$ cat src/rtl/flash_arb_pkg.sv
package flash_arb_pkg;

  typedef enum logic [1:0] {
    OWN_NONE  = 2'd0,
    OWN_DATA  = 2'd1,
    OWN_INSTR = 2'd2,
    OWN_PREF  = 2'd3
  } owner_e;

  typedef struct packed {
    logic capData;
    logic capInstr;
    logic capPref;
    logic promote;
    logic flush;
  } arbStrobe_t;

endpackage

$ cat src/rtl/flash_line_buf.sv
module flash_line_buf #(
  parameter int TAG_W  = 29,
  parameter int LINE_W = 64
) (
  input  logic              clk,
  input  logic              rstN,
  input  logic              clear,
  input  logic              load,
  input  logic              drop,
  input  logic [TAG_W-1:0]  loadTag,
  input  logic [LINE_W-1:0] loadLine,
  input  logic [TAG_W-1:0]  lookTag,
  output logic              hit,
  output logic              valid,
  output logic [TAG_W-1:0]  tag,
  output logic [LINE_W-1:0] line
);

  always_ff @(posedge clk or negedge rstN) begin
    if (!rstN) begin
      valid <= 1'b0;
      tag   <= '0;
      line  <= '0;
    end else if (clear) begin
      valid <= 1'b0;
    end else if (load) begin
      valid <= 1'b1;
      tag   <= loadTag;
      line  <= loadLine;
    end else if (drop) begin
      valid <= 1'b0;
    end
  end

  always_comb hit = valid && (tag == lookTag);

endmodule

$ cat src/rtl/flash_arb_datapath.sv
module flash_arb_datapath
  import flash_arb_pkg::*;
#(
  parameter int ADDR_W = 32,
  parameter int LINE_W = 64,
  parameter int DATA_W = 32
) (
  input  logic                          clk,
  input  logic                          rstN,
  input  arbStrobe_t                    strobe,
  input  logic                          iReqValid,
  input  logic [ADDR_W-1:0]             iReqAddr,
  input  logic                          dReqValid,
  input  logic [ADDR_W-1:0]             dReqAddr,
  input  logic [ADDR_W-$clog2(LINE_W/8)-1:0] fillTag,
  input  logic [LINE_W-1:0]             fillLine,
  output logic                          iCurHit,
  output logic                          iPfHit,
  output logic                          dHit,
  output logic                          pfNeed,
  output logic [ADDR_W-$clog2(LINE_W/8)-1:0] nextTag,
  output logic                          iReqReady,
  output logic [DATA_W-1:0]             iRspData,
  output logic                          dReqReady,
  output logic [DATA_W-1:0]             dRspData
);

  localparam int OFF_W  = $clog2(LINE_W/8);
  localparam int BYTE_W = $clog2(DATA_W/8);
  localparam int SEL_W  = OFF_W - BYTE_W;
  localparam int TAG_W  = ADDR_W - OFF_W;

  logic [TAG_W-1:0]  iTag, dTag;
  logic [SEL_W-1:0]  iSel, dSel;
  logic              iCurValid, iPfValid, dValid;
  logic [TAG_W-1:0]  iCurTag, iPfTag, dCurTag;
  logic [LINE_W-1:0] iCurLine, iPfLine, dCurLine, iLine;
  logic              curLoad;
  logic [TAG_W-1:0]  curLoadTag;
  logic [LINE_W-1:0] curLoadLine;

  always_comb begin
    iTag = iReqAddr[ADDR_W-1:OFF_W];
    dTag = dReqAddr[ADDR_W-1:OFF_W];
    iSel = iReqAddr[OFF_W-1:BYTE_W];
    dSel = dReqAddr[OFF_W-1:BYTE_W];
    // Fill from flash takes precedence over promotion of the prefetch line.
    curLoad     = strobe.capInstr | strobe.promote;
    curLoadTag  = strobe.capInstr ? fillTag  : iPfTag;
    curLoadLine = strobe.capInstr ? fillLine : iPfLine;
  end

  flash_line_buf #(.TAG_W(TAG_W), .LINE_W(LINE_W)) u_iCur (
    .clk(clk), .rstN(rstN), .clear(strobe.flush), .load(curLoad), .drop(1'b0),
    .loadTag(curLoadTag), .loadLine(curLoadLine), .lookTag(iTag),
    .hit(iCurHit), .valid(iCurValid), .tag(iCurTag), .line(iCurLine)
  );

  flash_line_buf #(.TAG_W(TAG_W), .LINE_W(LINE_W)) u_iPf (
    .clk(clk), .rstN(rstN), .clear(strobe.flush), .load(strobe.capPref),
    .drop(strobe.promote),
    .loadTag(fillTag), .loadLine(fillLine), .lookTag(iTag),
    .hit(iPfHit), .valid(iPfValid), .tag(iPfTag), .line(iPfLine)
  );

  flash_line_buf #(.TAG_W(TAG_W), .LINE_W(LINE_W)) u_dCur (
    .clk(clk), .rstN(rstN), .clear(strobe.flush), .load(strobe.capData),
    .drop(1'b0),
    .loadTag(fillTag), .loadLine(fillLine), .lookTag(dTag),
    .hit(dHit), .valid(dValid), .tag(dCurTag), .line(dCurLine)
  );

  always_comb begin
    nextTag   = iCurTag + 1'b1;
    pfNeed    = iCurValid && !(iPfValid && (iPfTag == nextTag));
    iReqReady = iReqValid && (iCurHit || iPfHit);
    dReqReady = dReqValid && dHit;
    iLine     = iCurHit ? iCurLine : iPfLine;
    iRspData  = iLine[iSel*DATA_W +: DATA_W];
    dRspData  = dCurLine[dSel*DATA_W +: DATA_W];
  end

  // a flush leaves every buffer empty in the next cycle
  a_r9_flush_clears: assert property (@(posedge clk) disable iff (!rstN)
    strobe.flush |=> (!iCurValid && !iPfValid && !dValid));

  // a data fill lands in the data buffer with the read's line address
  a_r5_data_fill: assert property (@(posedge clk) disable iff (!rstN)
    (strobe.capData && !strobe.flush) |=> (dValid && dCurTag == $past(fillTag)));

  // a promoted prefetch line leaves the prefetch buffer empty
  a_r7_promote_empties: assert property (@(posedge clk) disable iff (!rstN)
    (strobe.promote && !strobe.capPref && !strobe.flush) |=> !iPfValid);

endmodule

$ cat src/rtl/flash_arb_ctrl.sv
module flash_arb_ctrl
  import flash_arb_pkg::*;
#(
  parameter int TAG_W = 29,
  parameter int WS_W  = 3
) (
  input  logic             clk,
  input  logic             rstN,
  input  logic             flush,
  input  logic [WS_W-1:0]  waitStates,
  input  logic             iReqValid,
  input  logic             dReqValid,
  input  logic             iCurHit,
  input  logic             iPfHit,
  input  logic             dHit,
  input  logic             pfNeed,
  input  logic [TAG_W-1:0] iTag,
  input  logic [TAG_W-1:0] dTag,
  input  logic [TAG_W-1:0] nextTag,
  output arbStrobe_t       strobe,
  output logic             flashRdEn,
  output logic [TAG_W-1:0] flashLineAddr
);

  logic             busy;
  logic [WS_W-1:0]  cnt;
  owner_e           owner;
  logic [TAG_W-1:0] lineAddr;
  logic             iMiss, dMiss, done, start;
  owner_e           pick;
  logic [TAG_W-1:0] pickAddr;

  always_comb begin
    iMiss = iReqValid && !iCurHit && !iPfHit;
    dMiss = dReqValid && !dHit;
    done  = busy && (cnt == '0);
    start = !busy && !flush && (dMiss || iMiss || pfNeed);
    // Fixed priority: data, then instruction, then prefetch.
    if (dMiss) begin
      pick = OWN_DATA;  pickAddr = dTag;
    end else if (iMiss) begin
      pick = OWN_INSTR; pickAddr = iTag;
    end else begin
      pick = OWN_PREF;  pickAddr = nextTag;
    end
  end

  always_ff @(posedge clk or negedge rstN) begin
    if (!rstN) begin
      busy     <= 1'b0;
      cnt      <= '0;
      owner    <= OWN_NONE;
      lineAddr <= '0;
    end else if (start) begin
      busy     <= 1'b1;
      cnt      <= waitStates;
      owner    <= pick;
      lineAddr <= pickAddr;
    end else if (done) begin
      busy     <= 1'b0;
      owner    <= OWN_NONE;
    end else if (busy) begin
      cnt      <= cnt - 1'b1;
    end
  end

  always_comb begin
    strobe.capData  = done && (owner == OWN_DATA);
    strobe.capInstr = done && (owner == OWN_INSTR);
    strobe.capPref  = done && (owner == OWN_PREF);
    strobe.promote  = iReqValid && !iCurHit && iPfHit;
    strobe.flush    = flush;
    flashRdEn       = busy;
    flashLineAddr   = lineAddr;
  end

  // the flash address holds for the whole read
  a_r3_addr_hold: assert property (@(posedge clk) disable iff (!rstN)
    (busy && !done) |=> (busy && $stable(flashLineAddr)));

  // the latched wait count steps down once per cycle
  a_r11_count_down: assert property (@(posedge clk) disable iff (!rstN)
    (busy && !done) |=> (cnt == $past(cnt) - 1'b1));

  // a data miss at a free slot wins the flash
  a_r4_data_first: assert property (@(posedge clk) disable iff (!rstN)
    (start && dMiss) |=> (owner == OWN_DATA));

  // a running read keeps its owner
  a_r8_no_preempt: assert property (@(posedge clk) disable iff (!rstN)
    (busy && !done) |=> (owner == $past(owner)));

  // no read starts in a flush cycle
  a_r9_flush_no_start: assert property (@(posedge clk) disable iff (!rstN)
    (!busy && flush) |=> !busy);

endmodule

$ cat src/rtl/flash_line_arbiter.sv
module flash_line_arbiter
  import flash_arb_pkg::*;
#(
  parameter int ADDR_W = 32,
  parameter int LINE_W = 64,
  parameter int DATA_W = 32,
  parameter int WS_W   = 3
) (
  input  logic                                 clk,
  input  logic                                 rstN,
  input  logic                                 flush,
  input  logic [WS_W-1:0]                      waitStates,
  input  logic                                 iReqValid,
  input  logic [ADDR_W-1:0]                    iReqAddr,
  output logic                                 iReqReady,
  output logic [DATA_W-1:0]                    iRspData,
  output logic                                 iStall,
  input  logic                                 dReqValid,
  input  logic [ADDR_W-1:0]                    dReqAddr,
  output logic                                 dReqReady,
  output logic [DATA_W-1:0]                    dRspData,
  output logic                                 dStall,
  output logic                                 flashRdEn,
  output logic [ADDR_W-$clog2(LINE_W/8)-1:0]   flashLineAddr,
  input  logic [LINE_W-1:0]                    flashRdata
);

  localparam int OFF_W = $clog2(LINE_W/8);
  localparam int TAG_W = ADDR_W - OFF_W;

  arbStrobe_t       strobe;
  logic             iCurHit, iPfHit, dHit, pfNeed;
  logic [TAG_W-1:0] nextTag;

  flash_arb_ctrl #(.TAG_W(TAG_W), .WS_W(WS_W)) u_ctrl (
    .clk(clk), .rstN(rstN), .flush(flush), .waitStates(waitStates),
    .iReqValid(iReqValid), .dReqValid(dReqValid),
    .iCurHit(iCurHit), .iPfHit(iPfHit), .dHit(dHit), .pfNeed(pfNeed),
    .iTag(iReqAddr[ADDR_W-1:OFF_W]), .dTag(dReqAddr[ADDR_W-1:OFF_W]),
    .nextTag(nextTag), .strobe(strobe),
    .flashRdEn(flashRdEn), .flashLineAddr(flashLineAddr)
  );

  flash_arb_datapath #(.ADDR_W(ADDR_W), .LINE_W(LINE_W), .DATA_W(DATA_W)) u_dp (
    .clk(clk), .rstN(rstN), .strobe(strobe),
    .iReqValid(iReqValid), .iReqAddr(iReqAddr),
    .dReqValid(dReqValid), .dReqAddr(dReqAddr),
    .fillTag(flashLineAddr), .fillLine(flashRdata),
    .iCurHit(iCurHit), .iPfHit(iPfHit), .dHit(dHit), .pfNeed(pfNeed),
    .nextTag(nextTag),
    .iReqReady(iReqReady), .iRspData(iRspData),
    .dReqReady(dReqReady), .dRspData(dRspData)
  );

  always_comb begin
    iStall = iReqValid && !iReqReady;
    dStall = dReqValid && !dReqReady;
  end

endmodule

$ cat config.mk
export PLATFORM = sky130hd
export DESIGN_NAME = flash_line_arbiter
export DESIGN_NICKNAME = d
export VERILOG_FILES = /design/src/rtl/flash_arb_pkg.sv /design/src/rtl/flash_line_buf.sv /design/src/rtl/flash_arb_datapath.sv /design/src/rtl/flash_arb_ctrl.sv /design/src/rtl/flash_line_arbiter.sv
export SDC_FILE = /design/constraint.sdc
export NUM_CORES = 1
export LEC_CHECK = 0
export ABC_AREA = 1
export BUFFER_PORTS_ARGS = -buffer_cell sky130_fd_sc_hd__buf_2
export CAP_MARGIN = 15
export CORE_ASPECT_RATIO = 1.25
export CORE_MARGIN = 5
export CORE_UTILIZATION = 35
export CTS_CLUSTER_DIAMETER = 120
export CTS_CLUSTER_SIZE = 12
export DETAILED_ROUTE_END_ITERATION = 12
export HOLD_SLACK_MARGIN = 0.12
export MAX_ROUTING_LAYER = met4
export PLACE_DENSITY = 0.52
export SYNTH_ARGS = -nofsm -noshare
export SYNTH_HDL_FRONTEND = slang
export SYNTH_HIERARCHICAL = 1
export SYNTH_SLANG_ARGS = --single-unit
$ cat constraint.sdc
create_clock -name clk -period 4.1 [get_ports clk]
set_input_delay 0.82 -clock clk [delete_from_list [all_inputs] [get_ports clk]]
set_output_delay 0.82 -clock clk [all_outputs]
set_load 0.01 [all_outputs]
* Word-level counts from Yosys, hierarchy flattened
Cells that the tools add are included.
Word-level totals: register bits after elaboration 317, input bits 136, logic and storage cells 88
Operators by class: add/sub/neg operators 2, eq/ne operators 8, shift-type cells 2, muxes and demuxes 21, bitwise logic cells 2, reduce and logical (&&, ||, !) cells 40
Operator list (number):
- $mux 64 | 2
- $shiftx 64x7->32 | 2
- $eq 29x29->1 | 4
- $mux 29 | 3
- $add 29x1->29 const B | 1
- $logic_and 1x1->1 | 19
- $mux 1 | 10
- $mux 3 | 3
- $logic_not 1->1 | 8
- $reduce_and 2->1 | 4
- $reduce_bool 2->1 | 4
- $mux 2 | 3
- $eq 2x2->1 const B | 2
- $logic_not 3->1 | 1
- $logic_or 1x1->1 | 3
- $reduce_bool 3->1 | 1
- $sub 3x1->3 const B | 1
- $eq 2x1->1 const B | 1
- $ne 2x2->1 const B | 1
- $not 1->1 | 1
- $or 1x1->1 | 1

* Longest topological paths before layout
depth in word-level cells 10, gate-level depth with buffers 23, mapped depth without buffers 22

* Cells and area by module
The synthesis kept the hierarchy.
Modules (own cells, without submodules):
- flash_line_buf | times used 3, cells each 381, area each 4082.7 um2
- flash_arb_datapath | times used 1, cells each 881, area each 4151.5 um2
- flash_arb_ctrl | times used 1, cells each 319, area each 2228.4 um2
- flash_line_arbiter | times used 1, cells each 4, area each 20.0 um2

* Worst setup path before layout
Ideal clock, no wire load.
path type input -> output, start input iReqAddr[19], end output iRspData[0], arrival 2368 ps, slack 912 ps, stages 12, path buffers 2, cell sequence inv_1 nand2_1 nand2_1 nor2_1 nand2_1 nor2_1 nand2_1 nor2_1 clkbuf_1 buf_1 nor2_1 o21ai_0
Between the ends: longest elaborated chain between the ends 4
Ends and longest elaborated chain:
- start: declaration | line flash_line_arbiter.sv:14 | input logic [ADDR_W-1:0] iReqAddr,
- $eq 29x29->1 | line flash_line_buf.sv:35 | always_comb hit = valid && (tag == lookTag);
- $logic_and 1x1->1 | line flash_line_buf.sv:35
- via iCurHit | line flash_line_arbiter.sv:32 | logic iCurHit, iPfHit, dHit, pfNeed;
- $mux 64 | line flash_arb_datapath.sv:78 | iLine = iCurHit ? iCurLine : iPfLine;
- $shiftx 64x7->32 | line flash_arb_datapath.sv:79 | iRspData = iLine[iSel*DATA_W +: DATA_W];
- end: declaration | line flash_line_arbiter.sv:16 | output logic [DATA_W-1:0] iRspData,
The timed path passes the listed nets, and every way through them passes these cells.

* Worst setup path in the final report
start register u_dp.u_iCur.tag[24], end output iRspData[17]
Between the ends: longest elaborated chain between the ends 4
Ends and longest elaborated chain:
- start: declaration | line flash_line_buf.sv:15 | output logic [TAG_W-1:0] tag,
- start signal: assignment | line flash_line_buf.sv:28 | tag <= loadTag;
- $eq 29x29->1 | line flash_line_buf.sv:35
- $logic_and 1x1->1 | line flash_line_buf.sv:35
- via iCurHit | line flash_line_arbiter.sv:32
- $mux 64 | line flash_arb_datapath.sv:78
- $shiftx 64x7->32 | line flash_arb_datapath.sv:79
The timed path passes the listed nets, and every way through them passes these cells.

==> impl_metrics.toml <==
[sta]
relSlewSlack_pct = 52.20
setup_viol = 0
hold_slack_ns = 0.2046
setup_tns_ns = 0
period_share_pct = 93.03
tightestPinTransition_ns = 0.7159
hold_viol = 0
skew_ns = 0.01354
slew_violations = 0
max_freq_mhz = 262.2
rsz0062_at_grt = "no"
min_period_ns = 3.814

[floorplan]
pin_count = 234
die_h_um = 268.1
dieArea_mm2 = 0.05803
initial_core_util_pct = 35.39
die_x_um = 216.5
core_area_mm2 = 0.05269
std_cell_rows = 94

[place]
dp.cells = 3174
detailed_place_hpwl_um = 46230
numPortBuffers = 229
gp_congestion = 0.9542
place_area_mm2 = 0.02035

[cells_and_area]
fillers = 5463
areaGrowthSynthToFinish_pct = 13.41
fin_area_mm2 = 0.02115
drive_above_1_share_pct = 23.56
postLayoutCoreUtil_pct = 40.14
instances_no_fill = 3214
final_nets = 2673

[synth]
ys_seq_elements = 317
synth_top_cell_area_share_pct = 42.54
synth_ff_type = "dfrtp_1"
yosysUniqueCellTypes = 41
synth_most_common_cell = "nand2_1"
synthSimpleGateAreaFrac_pct = 25.28
yosys.area.top_type = "dfrtp_1"
ys_seq_area_share_pct = 42.54
synth_area_leaders = "dfrtp_1 (43%), mux2_2 (15%), nand2_1 (14%)"
netlist_instances = 2347
ys_async_sr_fraction_pct = 100.0
muxShareOfSynthArea_pct = 14.61
ys.warnings.count = 6
synth_xor_area_share_pct = 0.6911
synth_top_family_by_area = "simple AND/OR/NAND/NOR gates"
postSynthAreaPerCell_um2 = 7.945
synth-adder-area-share_pct = 0.2013
synthTopCellsByCount = "nand2_1 (691), dfrtp_1 (317), inv_1 (266), mux2_2 (242), nor2_1 (227)"
synth_area_mm2 = 0.01865
synth_edf_count = 0
synth_compound_gate_area_share_pct = 7.468

[routing]
ant_nets = 0
route.detailed.drc = 0
routed_wl_um = 63190
wl_per_cell_um = 19.66
drt_iter0_drc = 961
firstDrtPassIters = 5
via_per_inst = 4.990
vias = 16040

[pwr]
p_leak_uw = 0.01169
worst_ir_drop_vdd_mv = 0.3714
power_density_mw_per_mm2 = 563.2

[critical_path]
crit_required_ns = 3.28
arrival_ns = 2.99
critPathSlowestCell = "dfrtp_2"
critPathMaxFanout = 92
path_cells = "inv_1 -> nand2_1 -> nand2_1 -> nor2_1 -> nand2_1 -> nor2_1 -> nand2_1 -> nor2_4 -> inv_2 -> buf_12 -> a21oi_1 -> o21ai_0 -> o21ai_0 -> buf_2"
cp-start-kind = "flop"
cp-end-kind = "output pin"
criticalPathCategory = "flop to output pin"
crit_top_cell = "nand2_1"
critPathMaxStageDelay_ns = 0.47

[clock_network]
htreeDepth = 1
path_clk_slew_ns = 0.07
cts_setup_buffers = 0
cts_num_sinks = 317
clk_path_buf_depth = 3
ctsRootBufferMaster = "clkbuf_16"
cts_buffers = 30
clock_latency_ns = 0.59
cts_tree = "yes"

[global_route]
grt_max_degree = 122
antenna_found_initial = 10
track_usage_pct = 21.92
first_global_vias = 15910
overflow = 0
grt_pass1_wl_um = 96100

[flow_run]
cap_violations = 0

[outcome]
status = "finished clean"

[worst_hold_path]
hold_class = "primary input to async pin"
layout by cell type, fill, tap and decap left out, types with 4 or more instances in the layout:
| cell type | Yosys | final |
|---|---|---|
| clkbuf_16 | 0 | 30 |
| dfrtp_1 | 317 | 314 |
| nand3_1 | 113 | 113 |
| buf_4 | 4 | 20 |
| inv_2 | 6 | 7 |
| nor2_4 | 6 | 7 |
| buf_2 | 23 | 228 |
| buf_12 | 0 | 11 |
| nor3_1 | 5 | 4 |
| nor2_2 | 10 | 10 |
| mux2_2 | 242 | 242 |
| a21oi_1 | 97 | 97 |
| diode_2 | 0 | 8 |
| o211ai_1 | 4 | 4 |
| nand2_4 | 6 | 6 |
| o21ai_0 | 159 | 159 |
| nand3_2 | 4 | 4 |
| nand2_2 | 14 | 14 |
| xor2_1 | 5 | 5 |
| nand4_1 | 31 | 31 |
| inv_1 | 266 | 265 |
| o22ai_1 | 4 | 4 |
| nor2_1 | 227 | 226 |
| nand2_1 | 691 | 691 |
| or2_2 | 4 | 4 |
power by group:
group	internal [uW]	switching (uW)
Sequential	4160	989
Combinational	1780	2490
Clock	1290	1210
cells by family after synthesis:
logic type,Yosys count
xor+xnor,10
other cells,1
compound gates,272
mux,242
flops,317
simple gates,1121
fa+ha+maj,3
buf+inv,381
per-stage QoR:
| stage | power, uW | worst slack [ns] |
|---|---|---|
| 2_1_floorplan | 7744 | 0.9118 |
| 5_1_grt | 12810 | 0.03014 |
| 4_1_cts | 12050 | 0.1362 |
| 3_5_place_dp | 9492 | 0.4297 |
| 6_report | 11910 | 0.2859 |
| 3_3_place_gp | 9362 | 0.4324 |
path summary, 6_finish.rpt:
path / end / slack (ns) / start / depth (start not counted)
min in group clk: u_ctrl/cnt[0] / 0.45 / waitStates[0] / 3
min: u_dp/u_iPf/tag[24] / 0.20 / rstN / 1
min reg2reg: u_dp/u_iCur/line[37] / 0.50 / u_dp/u_iCur/line[37] / 1
max reg2reg: u_ctrl/cnt[1] / 0.72 / u_dp/u_iCur/tag[0] / 21
max in group asynchronous: u_dp/u_iCur/line[19] / 2.92 / rstN / 2
max: iRspData[17] / 0.29 / u_dp/u_iCur/tag[24] / 14
layer usage:
metal	global-route usage, %	part of all wire (%)	vias to the layer above
met3	3.921	5.4	88
met5	-	0	-
met2	38.70	51	389
met1	25.55	40	7732
met4	6.860	3.6	0
li1	-	-	7829
state kept, by name, indices dropped and copies added (netlist names):
signal,cells
u_dp/u_iCur/line,64
u_dp/u_dCur/line,64
u_dp/u_iCur/tag,29
u_ctrl/cnt,3
u_ctrl/owner,2
u_dp/u_iPf/tag,29
u_dp/u_dCur/tag,29
u_dp/u_dCur/valid,1
u_dp/u_iPf/line,64
u_ctrl/flashRdEn,1
u_dp/u_iCur/valid,1
u_dp/u_iPf/valid,1
u_ctrl/flashLineAddr,29
critical path, delay by kind of cell (launching register included):
family	cells	cell delay, ns
buffers and inverters	4	0.58
DFF	1	0.47
AOI/OAI and AO/OA	3	0.39
and+or+nand+nor	7	0.94
layout make-up:
cell class	instances	area (um^2)	share of cell area (%)
clock buffer	30	750.7	3.550
sequential	317	7936	37.53
inverter	275	1032	4.881
timing repair buffer	260	1526	7.218
multi-input combinational	1650	9017	42.64
tap	672	840.8	3.976
clock inverter	2	25.02	0.1183
antenna	8	20.02	0.09466
timing repair:
action | in CTS | in global routing
hold buffers | 0 | 0
resized for setup | 0 | 3
setup endpoints to repair | 0 | 16
Power figures use the tool's default switching activity.
